`config.mk`:
```
export PLATFORM = sky130hd
export DESIGN_NAME = alat_table
export DESIGN_NICKNAME = d
export VERILOG_FILES = /design/src/rtl/alat_pkg.sv /design/src/rtl/alat_slot.sv /design/src/rtl/alat_probe.sv /design/src/rtl/alat_table.sv
export SDC_FILE = /design/constraint.sdc
export NUM_CORES = 1
export LEC_CHECK = 0
export BUFFER_PORTS_ARGS = -buffer_cell sky130_fd_sc_hd__buf_4
export CAP_MARGIN = 20
export CORE_ASPECT_RATIO = 1.5
export CORE_MARGIN = 4
export CORE_UTILIZATION = 40
export CTS_CLUSTER_DIAMETER = 100
export DETAILED_ROUTE_END_ITERATION = 10
export HOLD_SLACK_MARGIN = 0.03
export PLACE_DENSITY = 0.67
export SETUP_SLACK_MARGIN = 0.1
export SLEW_MARGIN = 5
export SYNTH_ARGS = -nofsm -noshare
export SYNTH_HDL_FRONTEND = slang
export SYNTH_SLANG_ARGS = --single-unit
```
`constraint.sdc`:
```
create_clock -name clk -period 4.8 [get_ports clk]
set_input_delay 0.72 -clock clk [delete_from_list [all_inputs] [get_ports clk]]
set_output_delay 0.72 -clock clk [all_outputs]
set_load 0.005 [all_outputs]
```
`src/rtl/alat_pkg.sv`:
```
package alat_pkg;

  typedef enum logic [1:0] {
    OUT_NONE    = 2'd0,
    OUT_HIT     = 2'd1,
    OUT_RELOAD  = 2'd2,
    OUT_RECOVER = 2'd3
  } chk_out_e;

  // slot a register maps onto (entries is a power of two)
  function automatic int unsigned slot_of(input int unsigned regno, input int unsigned entries);
    return regno % entries;
  endfunction

  // bits of the register number kept for comparison
  function automatic int unsigned tag_of(input int unsigned regno, input int unsigned entries);
    return regno / entries;
  endfunction

  // miss verdict picked by the check's mode bit
  function automatic chk_out_e verdict(input logic live, input logic recover);
    if (live)         return OUT_HIT;
    else if (recover) return OUT_RECOVER;
    else              return OUT_RELOAD;
  endfunction

endpackage

```
`src/rtl/alat_slot.sv`:
```
module alat_slot #(
  parameter int TAG_W  = 4,
  parameter int ADDR_W = 32
) (
  input  logic              clk,
  input  logic              rst_n,
  input  logic              wr_en,
  input  logic              wr_killed,
  input  logic [TAG_W-1:0]  wr_tag,
  input  logic [ADDR_W-1:0] wr_addr,
  input  logic              snoop_valid,
  input  logic [ADDR_W-1:0] snoop_addr,
  input  logic              clr,
  output logic              valid_o,
  output logic [TAG_W-1:0]  tag_o,
  output logic              snoop_hit_o
);

  logic [ADDR_W-1:0] addr_q;

  assign snoop_hit_o = valid_o && snoop_valid && (snoop_addr == addr_q);

  always_ff @(posedge clk or negedge rst_n) begin
    if (!rst_n) begin
      valid_o <= 1'b0;
      tag_o   <= '0;
      addr_q  <= '0;
    end else if (wr_en) begin
      valid_o <= !wr_killed;
      tag_o   <= wr_tag;
      addr_q  <= wr_addr;
    end else if (clr || snoop_hit_o) begin
      valid_o <= 1'b0;
    end
  end

endmodule

```
`src/rtl/alat_probe.sv`:
```
module alat_probe #(
  parameter int ENTRIES = 8,
  parameter int TAG_W   = 4,
  localparam int IDX_W  = $clog2(ENTRIES)
) (
  input  logic                chk_valid,
  input  logic [IDX_W-1:0]    chk_idx,
  input  logic [TAG_W-1:0]    chk_tag,
  input  logic                chk_recover,
  input  logic [ENTRIES-1:0]  valid_vec,
  input  logic [ENTRIES-1:0]  snoop_hit_vec,
  input  logic [TAG_W-1:0]    tag_arr [ENTRIES],
  output logic [ENTRIES-1:0]  clr_vec,
  output alat_pkg::chk_out_e  outcome
);

  logic live;

  for (genvar i = 0; i < ENTRIES; i++) begin : g_clr
    assign clr_vec[i] = chk_valid && (chk_idx == IDX_W'(i)) && (tag_arr[i] == chk_tag);
  end

  assign live = valid_vec[chk_idx] && (tag_arr[chk_idx] == chk_tag) && !snoop_hit_vec[chk_idx];

  always_comb begin
    if (chk_valid) outcome = alat_pkg::verdict(live, chk_recover);
    else           outcome = alat_pkg::OUT_NONE;
  end

endmodule

```
`src/rtl/alat_table.sv`:
```
module alat_table #(
  parameter int ENTRIES = 8,
  parameter int REG_W   = 7,
  parameter int ADDR_W  = 32
) (
  input  logic              clk,
  input  logic              rst_n,
  input  logic              alloc_valid,
  input  logic [REG_W-1:0]  alloc_reg,
  input  logic [ADDR_W-1:0] alloc_addr,
  input  logic              store_valid,
  input  logic [ADDR_W-1:0] store_addr,
  input  logic              chk_valid,
  input  logic [REG_W-1:0]  chk_reg,
  input  logic              chk_recover,
  output logic              rsp_valid,
  output logic              rsp_hit,
  output logic              rsp_reload,
  output logic              rsp_recover
);

  localparam int IDX_W = $clog2(ENTRIES);
  localparam int TAG_W = REG_W - IDX_W;

  logic [IDX_W-1:0]   alloc_idx, chk_idx;
  logic [TAG_W-1:0]   alloc_tag, chk_tag;
  logic               alloc_killed;
  logic [ENTRIES-1:0] wr_vec, clr_vec, valid_vec, snoop_hit_vec;
  logic [TAG_W-1:0]   tag_arr [ENTRIES];
  alat_pkg::chk_out_e outcome;

  assign alloc_idx    = IDX_W'(alat_pkg::slot_of(int'(alloc_reg), ENTRIES));
  assign alloc_tag    = TAG_W'(alat_pkg::tag_of(int'(alloc_reg), ENTRIES));
  assign chk_idx      = IDX_W'(alat_pkg::slot_of(int'(chk_reg), ENTRIES));
  assign chk_tag      = TAG_W'(alat_pkg::tag_of(int'(chk_reg), ENTRIES));
  assign alloc_killed = store_valid && (store_addr == alloc_addr);

  for (genvar i = 0; i < ENTRIES; i++) begin : g_slot
    assign wr_vec[i] = alloc_valid && (alloc_idx == IDX_W'(i));
    alat_slot #(.TAG_W(TAG_W), .ADDR_W(ADDR_W)) u_slot (
      .clk         (clk),
      .rst_n       (rst_n),
      .wr_en       (wr_vec[i]),
      .wr_killed   (alloc_killed),
      .wr_tag      (alloc_tag),
      .wr_addr     (alloc_addr),
      .snoop_valid (store_valid),
      .snoop_addr  (store_addr),
      .clr         (clr_vec[i]),
      .valid_o     (valid_vec[i]),
      .tag_o       (tag_arr[i]),
      .snoop_hit_o (snoop_hit_vec[i])
    );
  end

  alat_probe #(.ENTRIES(ENTRIES), .TAG_W(TAG_W)) u_probe (
    .chk_valid     (chk_valid),
    .chk_idx       (chk_idx),
    .chk_tag       (chk_tag),
    .chk_recover   (chk_recover),
    .valid_vec     (valid_vec),
    .snoop_hit_vec (snoop_hit_vec),
    .tag_arr       (tag_arr),
    .clr_vec       (clr_vec),
    .outcome       (outcome)
  );

  always_ff @(posedge clk or negedge rst_n) begin
    if (!rst_n) begin
      rsp_valid   <= 1'b0;
      rsp_hit     <= 1'b0;
      rsp_reload  <= 1'b0;
      rsp_recover <= 1'b0;
    end else begin
      rsp_valid   <= (outcome != alat_pkg::OUT_NONE);
      rsp_hit     <= (outcome == alat_pkg::OUT_HIT);
      rsp_reload  <= (outcome == alat_pkg::OUT_RELOAD);
      rsp_recover <= (outcome == alat_pkg::OUT_RECOVER);
    end
  end

endmodule

```
* Word-level counts from Yosys, hierarchy flattened
Cells that the tools add are included.
** Storage, ports and cells
- Bits in registers :: 300
- Bits in latches :: 0
- Memory bits (writable) :: 0
- ROM bits :: 0
- Input port bits :: 84
- Logic and storage cells :: 156
- Memories kept :: 0
** Operators by class
- $add $sub $neg :: 0
- Multiply operators :: 0
- Divide/modulo/power cells :: 0
- $lt $le $gt $ge :: 2
- Equality and inequality tests :: 35
- Shifts and indexed selects :: 0
- Multiplexer cells :: 26
- Bitwise logic cells :: 1
- Reductions and logical operators :: 64
** Operator list (count)
- 32-bit equality test :: 9
- 1-bit logical AND :: 43
- 4-bit equality test :: 9
- 3-bit equality test (second input constant) :: 8
- 1-bit two-way mux :: 19
- 2-bit nonzero test :: 9
- 4-bit binary-select mux with 3-bit select :: 1
- 3-bit by 2-bit equality test with 1-bit output (second input constant) :: 4
- 1-bit logical OR :: 8
- 4-bit two-way mux :: 2
- 1-bit binary-select mux with 3-bit select :: 2
- 3-bit by 1-bit equality test with 1-bit output (second input constant) :: 2
- 3-bit zero test :: 2
- 2-bit equality test (second input constant) :: 2
- 4-bit >= comparator (second input constant) :: 1
- 3-bit by 4-bit < comparator with 1-bit output (second input constant) :: 1
- 2-bit two-way mux :: 2
- 3-bit NOT with 4-bit output :: 1
- 2-bit by 1-bit equality test with 1-bit output (second input constant) :: 1
- 1-bit zero test :: 2

* Depth between registers and ports, before layout
Gate-level depths: netlist of the first run.
- Depth after elaboration :: 10
- Mapped depth :: 8
- Depth with buffers taken out :: 7

* Modules after synthesis
Synthesis of the first run repeated with hierarchy kept, for this count alone.
** Unflattened totals
- Cell total of the unflattened synthesis :: 1228
- Area, all modules :: 15437.3 um2
** By module, submodules not included
- alat_slot :: times used 8, cells an instance 131, area an instance 1739.2 um2, sequential area each 925.9 um2
- alat_probe :: times used 1, cells an instance 115, area an instance 984.7 um2, sequential area each 0.0 um2
- alat_table :: times used 1, cells an instance 65, area an instance 539.3 um2, sequential area each 100.1 um2

* Worst setup path before layout of the first run
No wires, ideal clock.
- Path type :: input to register
- Start :: input port alloc_addr[17]
- End :: register g_slot[4].u_slot.valid_o
- Setup time :: 0.127 ns
- Data arrival time :: 2.250 ns
- Path slack :: 2.423 ns
- Cell stages on the path :: 8
- Cells stage by stage :: clkbuf_1 -> xnor2_1 -> nand4_1 -> nor4_1 -> nand4_1 -> or4_4 -> inv_2 -> mux2i_1
** Between the ends
- Longest elaborated chain between the ends :: 4
** Ends and longest elaborated chain
- from (decl) :: line alat_table.sv:10 : input logic [ADDR_W-1:0] alloc_addr,
- 32-bit equality test :: line alat_table.sv:36 : assign alloc_killed = store_valid && (store_addr == alloc_addr);
- 1-bit logical AND :: line alat_table.sv:36
- 1-bit zero test :: line alat_slot.sv:29 : valid_o <= !wr_killed;
- 1-bit two-way mux :: line alat_slot.sv:28 : end else if (wr_en) begin
- to (signal assigned) :: line alat_slot.sv:29
- to (decl) :: line alat_slot.sv:14 : output logic valid_o,
Every way passes these cells.
A chain may end at the register's enable or synchronous reset.

* Final worst setup path of the first run
- Start :: register g_slot[0].u_slot.addr_q[20]
- End :: register rsp_hit
** Between the ends
- Longest elaborated chain between the ends :: 9
** Ends and longest elaborated chain
- from (decl) :: line alat_slot.sv:19 : logic [ADDR_W-1:0] addr_q;
- from (signal assigned) :: line alat_slot.sv:31 : addr_q <= wr_addr;
- 32-bit equality test :: line alat_slot.sv:21 : assign snoop_hit_o = valid_o && snoop_valid && (snoop_addr == addr_q);
- 1-bit logical AND :: line alat_slot.sv:21
- 1-bit binary-select mux with 3-bit select :: line alat_probe.sv:23 : assign live = valid_vec[chk_idx] && (tag_arr[chk_idx] == chk_tag) && !snoop_hit_vec[chk_idx];
- 1-bit two-way mux (not written as such) :: line alat_probe.sv:23
- 1-bit zero test :: line alat_probe.sv:23
- 1-bit logical AND :: line alat_probe.sv:23
- 2-bit two-way mux :: line alat_pkg.sv:22 : if (live) return OUT_HIT;
- 2-bit two-way mux :: line alat_probe.sv:26 : if (chk_valid) outcome = alat_pkg::verdict(live, chk_recover);
- 2-bit by 1-bit equality test with 1-bit output :: line alat_table.sv:76 : rsp_hit <= (outcome == alat_pkg::OUT_HIT);
- to (signal assigned) :: line alat_table.sv:76
- to (decl) :: line alat_table.sv:17 : output logic rsp_hit,
Every way passes these cells. The select of a mux whose other input is x is not followed.

==> metrics, run 1 <==
cts bufs inserted=29; Slew HR=29.1%; port bufs=87; DPL Wire Length=34500 um; post-synthesis cell type count=53; number of instances resized during post-cts repair=0; max-capacitance violation count=0; Yosys warning count=0; leading cell types in the layout, fill and taps excluded=300 x sky130_fd_sc_hd__dfrtp_1, 288 x sky130_fd_sc_hd__mux2_2, 174 x sky130_fd_sc_hd__xnor2_1; Arr. time, crit path=3.30 ns; chip height=250 um; Switching Fraction=29.1%; via-per-instance ratio=5.64; count of final setup violators=0; FF+latch count, synth=300; post-layout minimum cycle time=2.86 ns; deepest clock path buffer count=3; die width=169 um; DR pass1 iterations=5; slew at the pin closest to its max-slew limit=1.05 ns; internal power summed over all cells=5.59 mW; grt total ovfl=0; antenna violations before repair=0; wirelength, routed=49500 um; power share of the clock group=33.5%; number of core rows=88; Hold Fails Final Rpt=0; wire length of the first global-routing pass=73300 um; sequential element share of the synthesized area=48.1%; die outline area=42300 um^2; DRC viols=0; mapped cell area=15600 um^2; average wire length per cell after detail routing=28.0 um; clock tree from TritonCTS=yes; number of antenna repair diodes=0; Register-to-Register Setup Slack=1.94 ns; combinational power share=22.2%; peak supply drop=237 uV; sort of element at the end of the critical path=flip-flop; maximum achievable frequency=350 MHz; core area=38500 um^2; ports placed on the boundary=88; fraction of layout instances using a drive strength above 1=36.3%; worst reg2reg path endpoint=rsp_hit; run status=complete, no violations; clk_skew=0.0175 ns; Worst-Skew Late Latency=0.57 ns; iteration-0 DRC count of the detailed router=638; Sequential Power Share=44.3%; Root Buffer Master=sky130_fd_sc_hd__clkbuf_16; power density over the cells=448 nW/um^2; total number of clock tree sinks=300; number of cells on the worst reg-to-reg path=7; type of the setup path with the least slack=reg2reg; Reg clk slew, reported paths=0.06 ns; Finished Core Util=45.6%; highest fanout seen on the critical path=3; P&R area growth vs syn=12.7%; worst setup path startpoint=g_slot[0].u_slot.addr_q[20]; power spent charging and discharging nets=2.29 mW; H-tree depth reported by CTS=1; post-synth net total=1315; vias in the first global route=10500; Design Power=7.88 mW; number of fill cells in the layout=3518; Multi-input gate area=7520 um^2; required time of the critical path=5.24 ns; average footprint of a synthesized cell=12.7 um^2; overall global routing resource usage=23.5%; DR vias=9989; quantity of hold-fixing buffers added after cts=0; worst min path class=in2async; R2R Path Start=g_slot[0].u_slot.addr_q[20]; post-CTS setup buffer count=0; post-synthesis instance total=1231; DRT antenna net count=0; post-route worst hold slack=0.188 ns; initial standard-cell utilization of the core=40.5%; share of the cycle needed by the critical path after routing=59.5%; number of nets in the layout=1338; leakage power=7.14 nW; most common cell after layout, fill and taps aside=sky130_fd_sc_hd__dfrtp_1; total negative slack for setup checks=0 ns; sequential cell area=7510 um^2; unrepaired setup endpoints after global routing=false; maximum number of pins on one net before global-route repair=93; number of pins exceeding their max-slew limit in the final report=0; kind of start point of the critical path=flip-flop; routability cong.=0.943
==> through the flow <==
stage	setup WS [ns]	instances	area (um^2)
2_1_floorplan	2.42	1231	15600
3_3_place_gp	1.23	1717	16500
3_5_place_dp	1.47	1718	16500
4_1_cts	1.99	1771	17600
5_1_grt	2.01	1771	17600
6_report	1.94	1771	17600
==> layer usage <==
metal,part of all wire (%),vias to the layer above,GRT usage (%)
li1,-,4334,-
met1,39,5274,28.5
met2,51,256,40.5
met3,3.0,125,2.14
met4,7.0,0,13.3
met5,0,-,0
==> Yosys cell counts, drive strengths merged <==
cell type / count / area [um^2]
a2111o: 1 / 11.3
a2111oi: 1 / 8.76
a21oi: 4 / 20.0
a221oi: 2 / 17.5
a222oi: 2 / 20.0
a2bb2oi: 1 / 8.76
a31oi: 1 / 6.26
and3: 1 / 6.26
buf: 69 / 399
clkbuf: 39 / 148
clkinv: 2 / 10.0
dfrtp: 300 / 7510
inv: 10 / 37.5
mux2: 289 / 3250
mux2i: 5 / 50.1
mux4: 8 / 180
nand2: 15 / 56.3
nand2b: 8 / 50.1
nand3: 20 / 100
nand3b: 1 / 7.51
nand4: 45 / 282
nand4b: 4 / 35.0
nor2: 1 / 3.75
nor2b: 6 / 37.5
nor3: 8 / 45.0
nor3b: 2 / 15.0
nor4: 42 / 282
nor4b: 1 / 8.76
o2111a: 2 / 22.5
o2111ai: 2 / 17.5
o211ai: 2 / 15.0
o21ai: 8 / 40.0
o221ai: 2 / 17.5
o22a: 2 / 17.5
o22ai: 2 / 12.5
o2bb2ai: 1 / 15.0
o31ai: 3 / 22.5
o41a: 2 / 22.5
o41ai: 4 / 35.0
or4: 4 / 37.5
xnor2: 176 / 1560
xor2: 133 / 1160
==> power by group through the flow <==
| stage | logic, mW | clock network (mW) | registers [mW] |
|---|---|---|---|
| after CTS | 1.76 | 2.67 | 3.49 |
| after global placement | 1.73 | 0 | 3.50 |
| after floorplan | 1.23 | 0 | 3.42 |
| after global routing | 1.88 | 2.78 | 3.56 |
| final | 1.75 | 2.64 | 3.49 |
| after detailed placement | 1.75 | 0 | 3.53 |
==> logic make-up (layout without fill, tap and decap cells) <==
family                 count (synthesis)  after routing  share of synthesized area, %
multiplexers                         302            302                          22.3
flip-flops                           300            300                          48.1
XOR/XNOR                             309            309                          17.4
AO/OA/AOI/OAI                         42             42                          2.12
AND/OR/NAND/NOR                      158            158                          6.19
buffers and inverters                120            165                          3.81
==> state kept, by name, summed over array words and instances, names as in the netlist <==
name and flops:
g_slot.u_slot.addr_q 256, g_slot.u_slot.tag_o 32, g_slot.u_slot.valid_o 8, rsp_hit 1, rsp_recover 1, rsp_reload 1
rsp_valid 1
==> cell type report <==
class | count | area share [%]
inverters | 12 | 0.270
well taps | 495 | 3.52
clock buffers | 38 | 4.78
flip-flops and latches | 300 | 42.7
multi-input cells | 811 | 42.8
clock inverters | 15 | 1.48
repair buffers | 100 | 4.44
==> how the worst max path moves through the flow <==
stage                               endpoint  depth (start not counted)
global route                         rsp_hit                          7
finish                               rsp_hit                          7
CTS                                  rsp_hit                          7
detailed placement                   rsp_hit                          8
global placement                     rsp_hit                          8
floorplan           g_slot[4].u_slot.valid_o                          8
==> critical path, cell delays in order, from the launching register on <==
cell                        delay, ns
sky130_fd_sc_hd__dfrtp_1         0.39
sky130_fd_sc_hd__xor2_1          0.16
sky130_fd_sc_hd__nor4_1          0.86
sky130_fd_sc_hd__nand2_1         0.30
sky130_fd_sc_hd__nor4_2          0.45
sky130_fd_sc_hd__a221oi_1        0.22
sky130_fd_sc_hd__o2bb2ai_2       0.18
sky130_fd_sc_hd__and3_1          0.17
(Power assumes the default switching activity.)
==> run 2: changes to the inputs <==
Clock period 4.8 ns to 2.95 ns, I/O delays scaled along.
==> run 2 against run 1 <==
  * Die area unchanged
  * Sequential power up 63%
  * Via count grew 1.8%
  * Hold slack worse by 0.13 ns
  * Largest power group unchanged
  * Fmax rose by 11%
  * Clock power grew 51%
  * First-iteration DRC count rose by 12%
  * Largest cell class unchanged
==> metrics, run 2 (synthesized netlist as in run 1, its figures left out) <==
run status=complete, no violations; worst min path class=in2reg; initial standard-cell utilization of the core=40.5%; core area=38500 um^2; total number of clock tree sinks=300; most common cell after layout, fill and taps aside=sky130_fd_sc_hd__dfrtp_1; unrepaired setup endpoints after global routing=false; Worst-Skew Late Latency=0.56 ns; number of antenna repair diodes=0; Arr. time, crit path=3.03 ns; deepest clock path buffer count=3; kind of start point of the critical path=flip-flop; fraction of layout instances using a drive strength above 1=37.7%; antenna violations before repair=0; Sequential Power Share=44.8%; Critical Path, Cell by Cell=xor2_1 > nor4_2 > nand4_1 > nor4_1 > o21ai_0 > o2bb2ai_2 > and3_1; port bufs=87; wire length of the first global-routing pass=74700 um; Reg clk slew, reported paths=0.07 ns; count of buffer and inverter cells on the critical path=0; number of nets in the layout=1373; Switching Fraction=29.9%; leading cell types in the layout, fill and taps excluded=300 x sky130_fd_sc_hd__dfrtp_1, 288 x sky130_fd_sc_hd__mux2_2, 174 x sky130_fd_sc_hd__xnor2_1; overall global routing resource usage=24.0%; biggest cell delay along the critical path=0.64 ns; max-capacitance violation count=0; Post-Place Cell Area=16800 um^2; power spent charging and discharging nets=3.80 mW; routability cong.=0.977; Finished Core Util=46.1%; count of final setup violators=0; number of pins exceeding their max-slew limit in the final report=0; clk_skew=0.00654 ns; vias in the first global route=10800; ports placed on the boundary=88; peak supply drop=442 uV; wirelength, routed=50900 um; leakage power=7.29 nW; clock tree from TritonCTS=yes; post-layout minimum cycle time=2.57 ns; power density over the cells=714 nW/um^2; maximum number of pins on one net before global-route repair=81; P&R area growth vs syn=14.0%; post-CTS setup buffer count=0; DRC viols=0; cell with the biggest individual delay on the critical path=sky130_fd_sc_hd__nor4_2; die width=169 um; iteration-0 DRC count of the detailed router=716; H-tree depth reported by CTS=1; slew at the pin closest to its max-slew limit=0.862 ns; type of the setup path with the least slack=reg2reg; Slew HR=42.0%; required time of the critical path=3.41 ns; share of the cycle needed by the critical path after routing=87.0%; grt total ovfl=0; power share of the clock group=31.4%; registers with the most flip-flops=g_slot.u_slot.addr_q: 256 flops, g_slot.u_slot.tag_o: 32 flops, g_slot.u_slot.valid_o: 8 flops; sort of element at the end of the critical path=flip-flop; chip height=250 um; CP delay by family, top=simple AND/OR/NAND/NOR gates; Hold Fails Final Rpt=0; combinational power share=23.8%; final design instance area without fill=17800 um^2; highest fanout seen on the critical path=3; maximum achievable frequency=389 MHz; DR pass1 iterations=5; die outline area=42300 um^2; number of core rows=88; DRT antenna net count=0; average wire length per cell after detail routing=28.2 um; DPL Wire Length=36300 um; max FFs per register=256; via-per-instance ratio=5.64; Root Buffer Master=sky130_fd_sc_hd__clkbuf_16; internal power summed over all cells=8.90 mW; largest register by flop count=g_slot.u_slot.addr_q; DR vias=10200; cts bufs inserted=29
[run 2: changes by cell type in the layout (fill, tap and decap cells not counted)]
cell and delta:
sky130_fd_sc_hd__buf_12 +3, sky130_fd_sc_hd__buf_2 -1, sky130_fd_sc_hd__buf_4 +32, sky130_fd_sc_hd__bufinv_16 -2
sky130_fd_sc_hd__clkbuf_1 +3, sky130_fd_sc_hd__clkbuf_8 -4, sky130_fd_sc_hd__clkinv_2 +4, sky130_fd_sc_hd__clkinvlp_4 -4
sky130_fd_sc_hd__dlygate4sd3_1 +1, sky130_fd_sc_hd__inv_6 +1, sky130_fd_sc_hd__nor4_1 -1, sky130_fd_sc_hd__nor4_2 +1
[run 2: final cells by class]
type	instances	area, um^2
well taps	495	619
repair buffers	135	1090
flip-flops and latches	300	7510
clock buffers	37	796
fillers	3564	20800
multi-input cells	811	7530
clock inverters	14	199
inverters	12	47.5
[run 2: per-layer routing]
metal | global-route usage [%] | vias up | part of all wire (%)
li1 | - | 4408 | -
met1 | 27.5 | 5302 | 37
met2 | 41.0 | 326 | 50
met3 | 2.84 | 132 | 4.0
met4 | 17.4 | 0 | 9.1
met5 | 0 | - | 0
[run 2: worst paths after layout]
kind,from,endpoint,slack (ns),depth (start not counted)
max,g_slot[3].u_slot.addr_q[10],rsp_hit,0.38,7
min,chk_valid,rsp_valid,0.06,1
max reg2reg,g_slot[3].u_slot.addr_q[10],rsp_hit,0.38,7
min reg2reg,g_slot[3].u_slot.addr_q[5],g_slot[3].u_slot.addr_q[5],0.52,1
max in group asynchronous,rst_n,g_slot[6].u_slot.addr_q[9],1.58,3
min in group asynchronous,rst_n,g_slot[3].u_slot.addr_q[4],0.41,2
[run 2: metrics by stage]
step           std cells  TNS (ns)  power (mW)  hold slack [ns]  worst slack, ns
5_1_grt             1804         0        13.2           0.0380            0.244
6_report            1804         0        12.7           0.0553            0.382
2_1_floorplan       1231         0        7.57            0.147            0.851
4_1_cts             1804         0        12.8           0.0432            0.386
3_3_place_gp        1752    -0.896        8.69            0.421           -0.283
3_5_place_dp        1752    -0.947        8.78            0.425           -0.303
[run 2: what timing repair did]
item | CTS | global route
endpoints found under the hold margin | 55 | 0
gates resized for setup | 1 | 0
hold buffers | 1 | 0
endpoints found under the setup margin | 4 | 0
[run 2: power by group through the flow]
stage	sequential, mW	combinational (mW)	clock (mW)
after detailed placement	5.76	3.02	0
after floorplan	5.57	2.01	0
after global placement	5.71	2.98	0
after global routing	5.79	3.23	4.23
after CTS	5.69	3.04	4.04
final	5.69	3.02	3.99
[run 2: worst reg2reg max path, delay by kind of cell (launching register included)]
family | cells | cell delay, ns
flip-flops | 1 | 0.38
AO/OA/AOI/OAI | 2 | 0.34
AND/OR/NAND/NOR | 4 | 1.57
XOR/XNOR | 1 | 0.18
